--- config.mk ---
export PLATFORM = sky130hd
export DESIGN_NAME = rx_lock_ctrl
export DESIGN_NICKNAME = d
export VERILOG_FILES = /design/src/rtl/rx_lock_pkg.sv /design/src/rtl/rx_freq_meter.sv /design/src/rtl/rx_run_detect.sv /design/src/rtl/rx_lock_fsm.sv /design/src/rtl/rx_lock_ctrl.sv
export SDC_FILE = /design/constraint.sdc
export NUM_CORES = 1
export LEC_CHECK = 0
export BUFFER_PORTS_ARGS = -buffer_cell sky130_fd_sc_hd__buf_2
export CORE_ASPECT_RATIO = 1.25
export CORE_MARGIN = 5
export CORE_UTILIZATION = 54
export DETAILED_ROUTE_END_ITERATION = 16
export PLACE_DENSITY = 0.72
export SLEW_MARGIN = 20
export SYNTH_ARGS = -nofsm -noshare
export SYNTH_HDL_FRONTEND = slang
export SYNTH_SLANG_ARGS = --single-unit
--- constraint.sdc ---
create_clock -name clk_i -period 3.9 [get_ports clk_i]
set_input_delay 0.195 -clock clk_i [delete_from_list [all_inputs] [get_ports clk_i]]
set_output_delay 0.195 -clock clk_i [all_outputs]
set_load 0.005 [all_outputs]
--- src/rtl/rx_lock_pkg.sv ---
package rx_lock_pkg;

  typedef enum logic {
    LS_UNLOCKED = 1'b0,
    LS_LOCKED   = 1'b1
  } lock_state_e;

  typedef enum logic [1:0] {
    FV_LOCK   = 2'd0,
    FV_UNDET  = 2'd1,
    FV_UNLOCK = 2'd2
  } freq_verdict_e;

  // rounded count of words that a ppm offset represents over a window
  function automatic int unsigned ppm_to_count(input int unsigned win, input int unsigned ppm);
    longint unsigned prod;
    prod = longint'(win) * longint'(ppm) + 64'd500000;
    return int'(prod / 64'd1000000);
  endfunction

endpackage

--- src/rtl/rx_freq_meter.sv ---
module rx_freq_meter #(
  parameter int unsigned WIN_LOG2 = 15,
  parameter int unsigned INC_W    = 2,
  localparam int unsigned MAG_W   = WIN_LOG2 + 1
) (
  input  logic             clk_i,
  input  logic             rst_ni,
  input  logic [INC_W-1:0] ref_inc_i,
  output logic             win_end_o,
  output logic [MAG_W-1:0] off_mag_o
);

  localparam int unsigned WIN   = 1 << WIN_LOG2;
  localparam int unsigned CNT_W = WIN_LOG2 + 2;
  localparam logic [CNT_W-1:0] WIN_C = CNT_W'(WIN);
  localparam logic [CNT_W-1:0] TMO_C = CNT_W'(2 * WIN - 1);

  logic [CNT_W-1:0] ref_acc_q, rec_cnt_q;
  logic [CNT_W-1:0] ref_sum, meas, diff;
  logic             full, tmo;

  always_comb begin
    ref_sum   = ref_acc_q + CNT_W'(ref_inc_i);
    full      = ref_sum >= WIN_C;
    tmo       = rec_cnt_q == TMO_C;
    meas      = rec_cnt_q + CNT_W'(1);
    diff      = (meas >= WIN_C) ? (meas - WIN_C) : (WIN_C - meas);
    win_end_o = full | tmo;
    off_mag_o = diff[MAG_W-1:0];
  end

  always_ff @(posedge clk_i or negedge rst_ni) begin
    if (!rst_ni) begin
      ref_acc_q <= '0;
      rec_cnt_q <= '0;
    end else if (win_end_o) begin
      rec_cnt_q <= '0;
      ref_acc_q <= full ? (ref_sum - WIN_C) : '0;
    end else begin
      rec_cnt_q <= meas;
      ref_acc_q <= ref_sum;
    end
  end

endmodule

--- src/rtl/rx_run_detect.sv ---
module rx_run_detect #(
  parameter int unsigned WORD_W    = 10,
  parameter int unsigned RUN_WORDS = 12
) (
  input  logic              clk_i,
  input  logic              rst_ni,
  input  logic [WORD_W-1:0] word_i,
  output logic              los_o
);

  localparam int unsigned RC_W = $clog2(RUN_WORDS + 1);
  localparam logic [RC_W-1:0] RC_MAX = RC_W'(RUN_WORDS);

  logic [RC_W-1:0] run_cnt_q;
  logic            pol_q;
  logic            all_one, all_zero;

  assign all_one  = &word_i;
  assign all_zero = ~|word_i;
  assign los_o    = run_cnt_q == RC_MAX;

  always_ff @(posedge clk_i or negedge rst_ni) begin
    if (!rst_ni) begin
      run_cnt_q <= '0;
      pol_q     <= 1'b0;
    end else if (all_one || all_zero) begin
      pol_q <= all_one;
      if (run_cnt_q != '0 && pol_q == all_one)
        run_cnt_q <= (run_cnt_q == RC_MAX) ? run_cnt_q : run_cnt_q + RC_W'(1);
      else
        run_cnt_q <= RC_W'(1);
    end else begin
      run_cnt_q <= '0;
    end
  end

endmodule

--- src/rtl/rx_lock_fsm.sv ---
module rx_lock_fsm
  import rx_lock_pkg::*;
#(
  parameter int unsigned MAG_W  = 16,
  parameter int unsigned HOLD_T = 16,
  parameter int unsigned DROP_T = 24,
  parameter int unsigned ACQ_T  = 8,
  parameter int unsigned REJ_T  = 12
) (
  input  logic             clk_i,
  input  logic             rst_ni,
  input  logic             win_end_i,
  input  logic [MAG_W-1:0] off_mag_i,
  input  logic             force_ref_ni,
  input  logic             los_i,
  output logic             freq_lock_o,
  output logic             lock_data_o
);

  lock_state_e   state_q, state_d;
  freq_verdict_e verdict;
  logic          frc_seen_q, los_seen_q, blocked;
  logic          sel_q;

  always_comb begin
    if (state_q == LS_LOCKED) begin
      if (off_mag_i < MAG_W'(HOLD_T))      verdict = FV_LOCK;
      else if (off_mag_i > MAG_W'(DROP_T)) verdict = FV_UNLOCK;
      else                                 verdict = FV_UNDET;
    end else begin
      if (off_mag_i < MAG_W'(ACQ_T))       verdict = FV_LOCK;
      else if (off_mag_i > MAG_W'(REJ_T))  verdict = FV_UNLOCK;
      else                                 verdict = FV_UNDET;
    end
    case (verdict)
      FV_LOCK:   state_d = LS_LOCKED;
      FV_UNLOCK: state_d = LS_UNLOCKED;
      default:   state_d = state_q;
    endcase
    blocked = frc_seen_q | ~force_ref_ni | los_seen_q | los_i;
  end

  always_ff @(posedge clk_i or negedge rst_ni) begin
    if (!rst_ni) begin
      state_q    <= LS_UNLOCKED;
      sel_q      <= 1'b0;
      frc_seen_q <= 1'b0;
      los_seen_q <= 1'b0;
    end else if (win_end_i) begin
      state_q    <= state_d;
      sel_q      <= (state_d == LS_LOCKED) && !blocked;
      frc_seen_q <= 1'b0;
      los_seen_q <= 1'b0;
    end else begin
      frc_seen_q <= frc_seen_q | ~force_ref_ni;
      los_seen_q <= los_seen_q | los_i;
    end
  end

  assign freq_lock_o = state_q == LS_LOCKED;
  assign lock_data_o = sel_q;

endmodule

--- src/rtl/rx_lock_ctrl.sv ---
module rx_lock_ctrl
  import rx_lock_pkg::*;
#(
  parameter int unsigned WORD_W    = 10,
  parameter int unsigned WIN_LOG2  = 15,
  parameter int unsigned RUN_WORDS = 12,
  parameter int unsigned HOLD_PPM  = 488,
  parameter int unsigned DROP_PPM  = 732,
  parameter int unsigned ACQ_PPM   = 244,
  parameter int unsigned REJ_PPM   = 366
) (
  input  logic              clk_i,
  input  logic              rst_ni,
  input  logic [WORD_W-1:0] word_i,
  input  logic [1:0]        ref_inc_i,
  input  logic              force_ref_ni,
  output logic              lock_data_o,
  output logic              los_o,
  output logic              freq_lock_o
);

  localparam int unsigned WIN    = 1 << WIN_LOG2;
  localparam int unsigned MAG_W  = WIN_LOG2 + 1;
  localparam int unsigned HOLD_T = ppm_to_count(WIN, HOLD_PPM);
  localparam int unsigned DROP_T = ppm_to_count(WIN, DROP_PPM);
  localparam int unsigned ACQ_T  = ppm_to_count(WIN, ACQ_PPM);
  localparam int unsigned REJ_T  = ppm_to_count(WIN, REJ_PPM);

  logic             win_end;
  logic [MAG_W-1:0] off_mag;

  rx_freq_meter #(
    .WIN_LOG2(WIN_LOG2),
    .INC_W   (2)
  ) meter_i (
    .clk_i    (clk_i),
    .rst_ni   (rst_ni),
    .ref_inc_i(ref_inc_i),
    .win_end_o(win_end),
    .off_mag_o(off_mag)
  );

  rx_run_detect #(
    .WORD_W   (WORD_W),
    .RUN_WORDS(RUN_WORDS)
  ) run_i (
    .clk_i (clk_i),
    .rst_ni(rst_ni),
    .word_i(word_i),
    .los_o (los_o)
  );

  rx_lock_fsm #(
    .MAG_W (MAG_W),
    .HOLD_T(HOLD_T),
    .DROP_T(DROP_T),
    .ACQ_T (ACQ_T),
    .REJ_T (REJ_T)
  ) fsm_i (
    .clk_i       (clk_i),
    .rst_ni      (rst_ni),
    .win_end_i   (win_end),
    .off_mag_i   (off_mag),
    .force_ref_ni(force_ref_ni),
    .los_i       (los_o),
    .freq_lock_o (freq_lock_o),
    .lock_data_o (lock_data_o)
  );

endmodule

* Word-level counts from Yosys, hierarchy flattened
Index checks and enable logic that the tools add are counted. Widths: inputs -> output; s select.
Operators by class: add/subtract/negate cells 6, order comparisons 6, eq/ne operators 5, mux-type cells 15, bitwise logic cells 6, reduce and logical (&&, ||, !) cells 9
Operators with widths (number):
- $mux 17 | 3
- $ge 17x16->1 const B | 2
- $add 17x1->17 const B | 1
- $add 17x2->17 | 1
- $eq 17x16->1 const B | 1
- $sub 17x16->17 const B | 1
- $gt 16x4->1 const B | 1
- $gt 16x5->1 const B | 1
- $lt 16x4->1 const B | 1
- $lt 16x5->1 const B | 1
- $mux 16 | 1
- $sub 16x16->16 const A | 1
- $sub 16x16->16 const B | 1
- $mux 4 | 3
- $mux 2 | 5
- $reduce_and 10->1 | 1
- $reduce_or 10->1 | 1
- $or 1x1->1 | 5
- $add 4x1->4 const B | 1
- $eq 4x4->1 const B | 1
- $reduce_bool 4->1 | 1
- $ne 3x3->1 const B | 1
- $eq 2x2->1 const B | 1
- $logic_and 1x1->1 | 2
- 7 further kinds | 9
Word-level totals: bits in registers 43, output and inout port bits 3, logic and storage cells 55

* Depth between registers and ports, before layout
depth after elaboration 10, gate-level depth with buffers 14, mapped depth without buffers 12

* By module
A second synthesis with hierarchy kept.
Unflattened totals: cells, all modules 328, area, all modules 2917.8 µm²
By module, submodules not included:
- rx_freq_meter | times used 1, cells each 264, area an instance 2324.7 µm², sequential area each 850.8 µm²
- rx_run_detect | times used 1, cells each 45, area an instance 399.1 µm², sequential area each 125.1 µm²
- rx_lock_fsm | times used 1, cells each 19, area an instance 193.9 µm², sequential area each 100.1 µm²

* Least setup slack after synthesis
OpenSTA, ideal clock, no wires.
path kind reg2reg, from register meter_i.rec_cnt_q[1], to register fsm_i.sel_q, in the netlist fsm_i.lock_data_o, data arrival time 2.956 ns, data required time 3.823 ns, slack 0.868 ns, cell stages (with the launch flop) 15, buffers on the path 2, clock period less this slack 3.032 ns, path through dfrtp_1 -> ha_1 -> nand3_4 -> buf_6 -> nor2_1 -> and3_1 -> ha_1 -> nand2b_1 -> mux2_4 -> buf_4 -> a31oi_1 -> o32ai_1 -> a2111oi_1 -> nand4_1 -> o21ai_1
Between the ends: longest elaborated chain between the ends 10
Ends and longest elaborated chain:
- from (decl) | RTL line rx_freq_meter.sv:18 | logic [CNT_W-1:0] ref_acc_q, rec_cnt_q;
- from (signal assigned) | RTL line rx_freq_meter.sv:40 | rec_cnt_q <= meas;
- $add 17x1->17 | RTL line rx_freq_meter.sv:26 | meas = rec_cnt_q + CNT_W'(1);
- $sub 16x16->16 / $ge 17x16->1 (equally long branches) | RTL line rx_freq_meter.sv:27 | diff = (meas >= WIN_C) ? (meas - WIN_C) : (WIN_C - meas);
- $mux 16 | RTL line rx_freq_meter.sv:27
- $gt 16x4->1 / $gt 16x5->1 (equally long branches) | RTL line rx_lock_fsm.sv:32, rx_lock_fsm.sv:28
- $mux 2 (on tied branches) | RTL line rx_lock_fsm.sv:32, rx_lock_fsm.sv:28
- $mux 2 (on tied branches) | RTL line rx_lock_fsm.sv:31, rx_lock_fsm.sv:27
- $mux 2 | RTL line rx_lock_fsm.sv:26 | if (state_q == LS_LOCKED) begin
- $eq 2x2->1 / $logic_not 2->1 (equally long branches) | RTL line rx_lock_fsm.sv:35 | case (verdict)
- $pmux 1 s2 | RTL line rx_lock_fsm.sv:35
- $logic_and 1x1->1 | RTL line rx_lock_fsm.sv:51 | sel_q <= (state_d == LS_LOCKED) && !blocked;
- to (signal assigned) | RTL line rx_lock_fsm.sv:51
- to (decl) | RTL line rx_lock_fsm.sv:23 | logic sel_q;
Several ways; a longest one is shown, not always the timed one. A chain may end at the register's enable or synchronous reset.

* Worst setup path in the final report
from register meter_i.rec_cnt_q[0], to register fsm_i.state_q, in the netlist fsm_i.freq_lock_o
Between the ends: longest elaborated chain between the ends 9
Ends and longest elaborated chain:
- $add 17x1->17 | RTL line rx_freq_meter.sv:26
- $sub 16x16->16 / $ge 17x16->1 (equally long branches) | RTL line rx_freq_meter.sv:27
- $mux 16 | RTL line rx_freq_meter.sv:27
- $gt 16x4->1 / $gt 16x5->1 (equally long branches) | RTL line rx_lock_fsm.sv:32, rx_lock_fsm.sv:28
- $mux 2 (on tied branches) | RTL line rx_lock_fsm.sv:32, rx_lock_fsm.sv:28
- $mux 2 (on tied branches) | RTL line rx_lock_fsm.sv:31, rx_lock_fsm.sv:27
- $mux 2 | RTL line rx_lock_fsm.sv:26
- $eq 2x2->1 / $logic_not 2->1 (equally long branches) | RTL line rx_lock_fsm.sv:35
- $pmux 1 s2 | RTL line rx_lock_fsm.sv:35
- to (signal assigned) | RTL line rx_lock_fsm.sv:50 | state_q <= state_d;
- to (decl) | RTL line rx_lock_fsm.sv:20 | lock_state_e state_q, state_d;
Several ways; a longest one is shown, not always the timed one.

==> impl_metrics.toml <==
[outcome]
status = "complete, no violations"

[critical_path]
path_class = "reg2reg"
endpoint = "fsm_i.freq_lock_o"
crit_path_start = "meter_i.rec_cnt_q[0]"
timing.rr.end = "fsm_i.freq_lock_o"
reg2regPathDepth = 12
arrival_ns = 3.58
end_kind = "flop"
required_ns = 4.08
r2r_start = "meter_i.rec_cnt_q[0]"
r2r_slack_ns = 0.50
cp-start-kind = "flop"
path_max_fanout = 24

[timing]
worst_pin_slew_ns = 0.641
finalHoldViolations = 0
setup_slack_ns = 0.501
slew_headroom_pct = 56.9
rsz0062_at_grt = "false"
max_clock_freq_mhz = 294
period_needed_ns = 3.40
setup_viol = 0
period_share_pct = 87.2
setup_tns_ns = 0
report.final.slew_viol_count = 0
fin_skew_ns = 0.00852

[power]
peakVddDrop_mv = 0.185
p_leak_nw = 1.40
power.density_mw_per_mm2 = 307

[final_layout]
regArea_mm2 = 0.00108
multi_input_area_mm2 = 0.00203
diodes = 0
mostFrequentLayoutCell = "nor2_1"
n_fill_cell = 532
stdcell_count = 484
final_util_pct = 59.9
nNetsFinal = 425
area_delta_synth_final_pct = 6.18
final_cell_area_mm2 = 0.00351
most-common-layout-cells = "nor2_1, dfrtp_1, nand2_1, xnor2_1"
drive_gt1_share_pct = 10.7

[yosys]
synth_area_mm2 = 0.00330
syn_inst = 395
async_reset_ff_share_pct = 100
synth.avg_cell_area_um2 = 8.36
ys_warn_count = 0
synth_cell_type_count = 65
synth_edf_count = 0
synth-seq-cells = 43
yosysSeqAreaShare_pct = 32.6
synth.net_count = 419
synth-main-ff-cell = "dfrtp_1"

[routing]
drtIter0Drc = 133
drc = 0
vias = 2858
finalWirelength_um = 7130
dr.pass1.iters = 5
ant_nets = 0
wl_per_cell_um = 14.7
vias_per_cell = 5.90

[job]
drv_cap = 0

[placed_design]
hpwl_um = 5230
dp_cells = 474
post_dp_cell_area_mm2 = 0.00338
gp_congestion = 0.909
io_buffers = 17
dpl_worst_slack_ns = 0.524

[global_routing]
grt_pass1_wl_um = 12200
grt_use_met3_pct = 2.97
grt_usage_pct = 18.9
grt-ovfl-total = 0
grt_max_degree = 44
antenna_found_initial = 0
met2_usage_pct = 34.3
grt_busiest_layer = "met2"
grt_use_met1_pct = 22.5
grt_pass1_vias = 2748

[die]
fp.dieH_um = 97.4
rows = 31
dieArea_mm2 = 0.00779
coreArea_mm2 = 0.00586
ios = 18
die_x_um = 79.9
start_util_pct = 56.4

[clock_network]
clk_latency_ns = 0.30
cts-resized-gates = 0
cts.sinks = 43
cts-root-buf = "clkbuf_8"
cts_buffer_depth = 2
cts_tree = "built"
clk_pin_slew_ns = 0.09
htree_levels = 2
numCtsBuffers = 5

[hold_path]
hp-class = "in2reg"
critical path, cell delays in order, from the launching register on:
cell	delay [ns]
dfrtp_1	0.53
ha_1	0.38
nand3_4	0.18
nor2_1	0.25
and3_1	0.20
ha_1	0.21
nand2b_1	0.08
mux2_4	0.38
o21a_1	0.21
a2111oi_0	0.46
nor4_1	0.12
nand4_1	0.17
o22ai_1	0.10
cell families after synthesis:
group	count (synthesis)	share of synthesized area, %
flops	43	32.6
xor+xnor	32	8.49
compound gates	73	15.8
buf+inv	41	5.84
fa+ha+maj	9	3.64
mux	8	2.65
simple gates	189	31.0
area by class of cell:
class,instances,area share (%)
inverters,19,2.03
clock inverters,3,0.678
repair buffers,21,3.71
well taps,82,2.93
multi-input cells,311,58.0
flip-flops and latches,43,30.7
clock buffers,5,1.96
sequential cells by signal, indices dropped and copies added, names as in the netlist:
signal / count
fsm_i.freq_lock_o: 1
fsm_i.lock_data_o: 1
meter_i.rec_cnt_q: 17
run_i.pol_q: 1
meter_i.ref_acc_q: 17
fsm_i.los_seen_q: 1
run_i.run_cnt_q: 4
fsm_i.frc_seen_q: 1
power breakdown:
part           switching (mW)  total (mW)  leakage (nW)  internal, mW
combinational           0.107       0.219         0.830         0.112
sequential             0.0711       0.560         0.528         0.489
clock                   0.169       0.297        0.0408         0.128
total                   0.346        1.08          1.40         0.729
worst min-delay path by stage:
| stage | cells after the start | end | startpoint | slack [ns] |
|---|---|---|---|---|
| floorplan | 0 | fsm_i.frc_seen_q | rst_ni | -0.10 |
| global placement | 2 | fsm_i.frc_seen_q | force_ref_ni | 0.39 |
| detailed placement | 2 | fsm_i.frc_seen_q | force_ref_ni | 0.39 |
| CTS | 2 | fsm_i.frc_seen_q | force_ref_ni | 0.06 |
| global route | 2 | fsm_i.frc_seen_q | force_ref_ni | 0.08 |
| finish | 2 | fsm_i.frc_seen_q | force_ref_ni | 0.07 |
synth_stat cells, drive strengths merged, types with 7 or more instances:
| cell type | count | area share [%] |
|---|---|---|
| nor2 | 60 | 6.8 |
| dfrtp | 43 | 33 |
| nand2 | 26 | 3.0 |
| xnor2 | 22 | 5.8 |
| inv | 19 | 2.2 |
| nor3 | 19 | 2.9 |
| nand3 | 16 | 3.0 |
| buf | 14 | 2.7 |
| nand4 | 14 | 2.8 |
| a21oi | 13 | 2.0 |
| nor4 | 11 | 2.5 |
| o21ai | 11 | 1.7 |
| xor2 | 10 | 2.7 |
| clkbuf | 8 | 0.95 |
| ha | 8 | 3.0 |
| a211oi | 7 | 1.6 |
metrics by stage:
| stage | total power [mW] | hold WS, ns |
|---|---|---|
| floorplan | 0.740 | -0.101 |
| global placement | 0.775 | 0.394 |
| detailed placement | 0.782 | 0.389 |
| CTS | 1.09 | 0.0607 |
| global route | 1.15 | 0.0788 |
| finish | 1.08 | 0.0671 |
routing by layer:
metal | wire (um) | share of wire (%)
met1 | 3110 | 44
met2 | 3780 | 53
met3 | 176 | 2.5
met4 | 54 | 0.76
met5 | 0 | 0
what timing repair did:
item                                   CTS  global route
setup buffers                            0             0
endpoints found under the hold margin    0            11
setup endpoints to repair                0             0
hold buffers                             0             1
No activity file was read; power rests on OpenSTA's default activity.
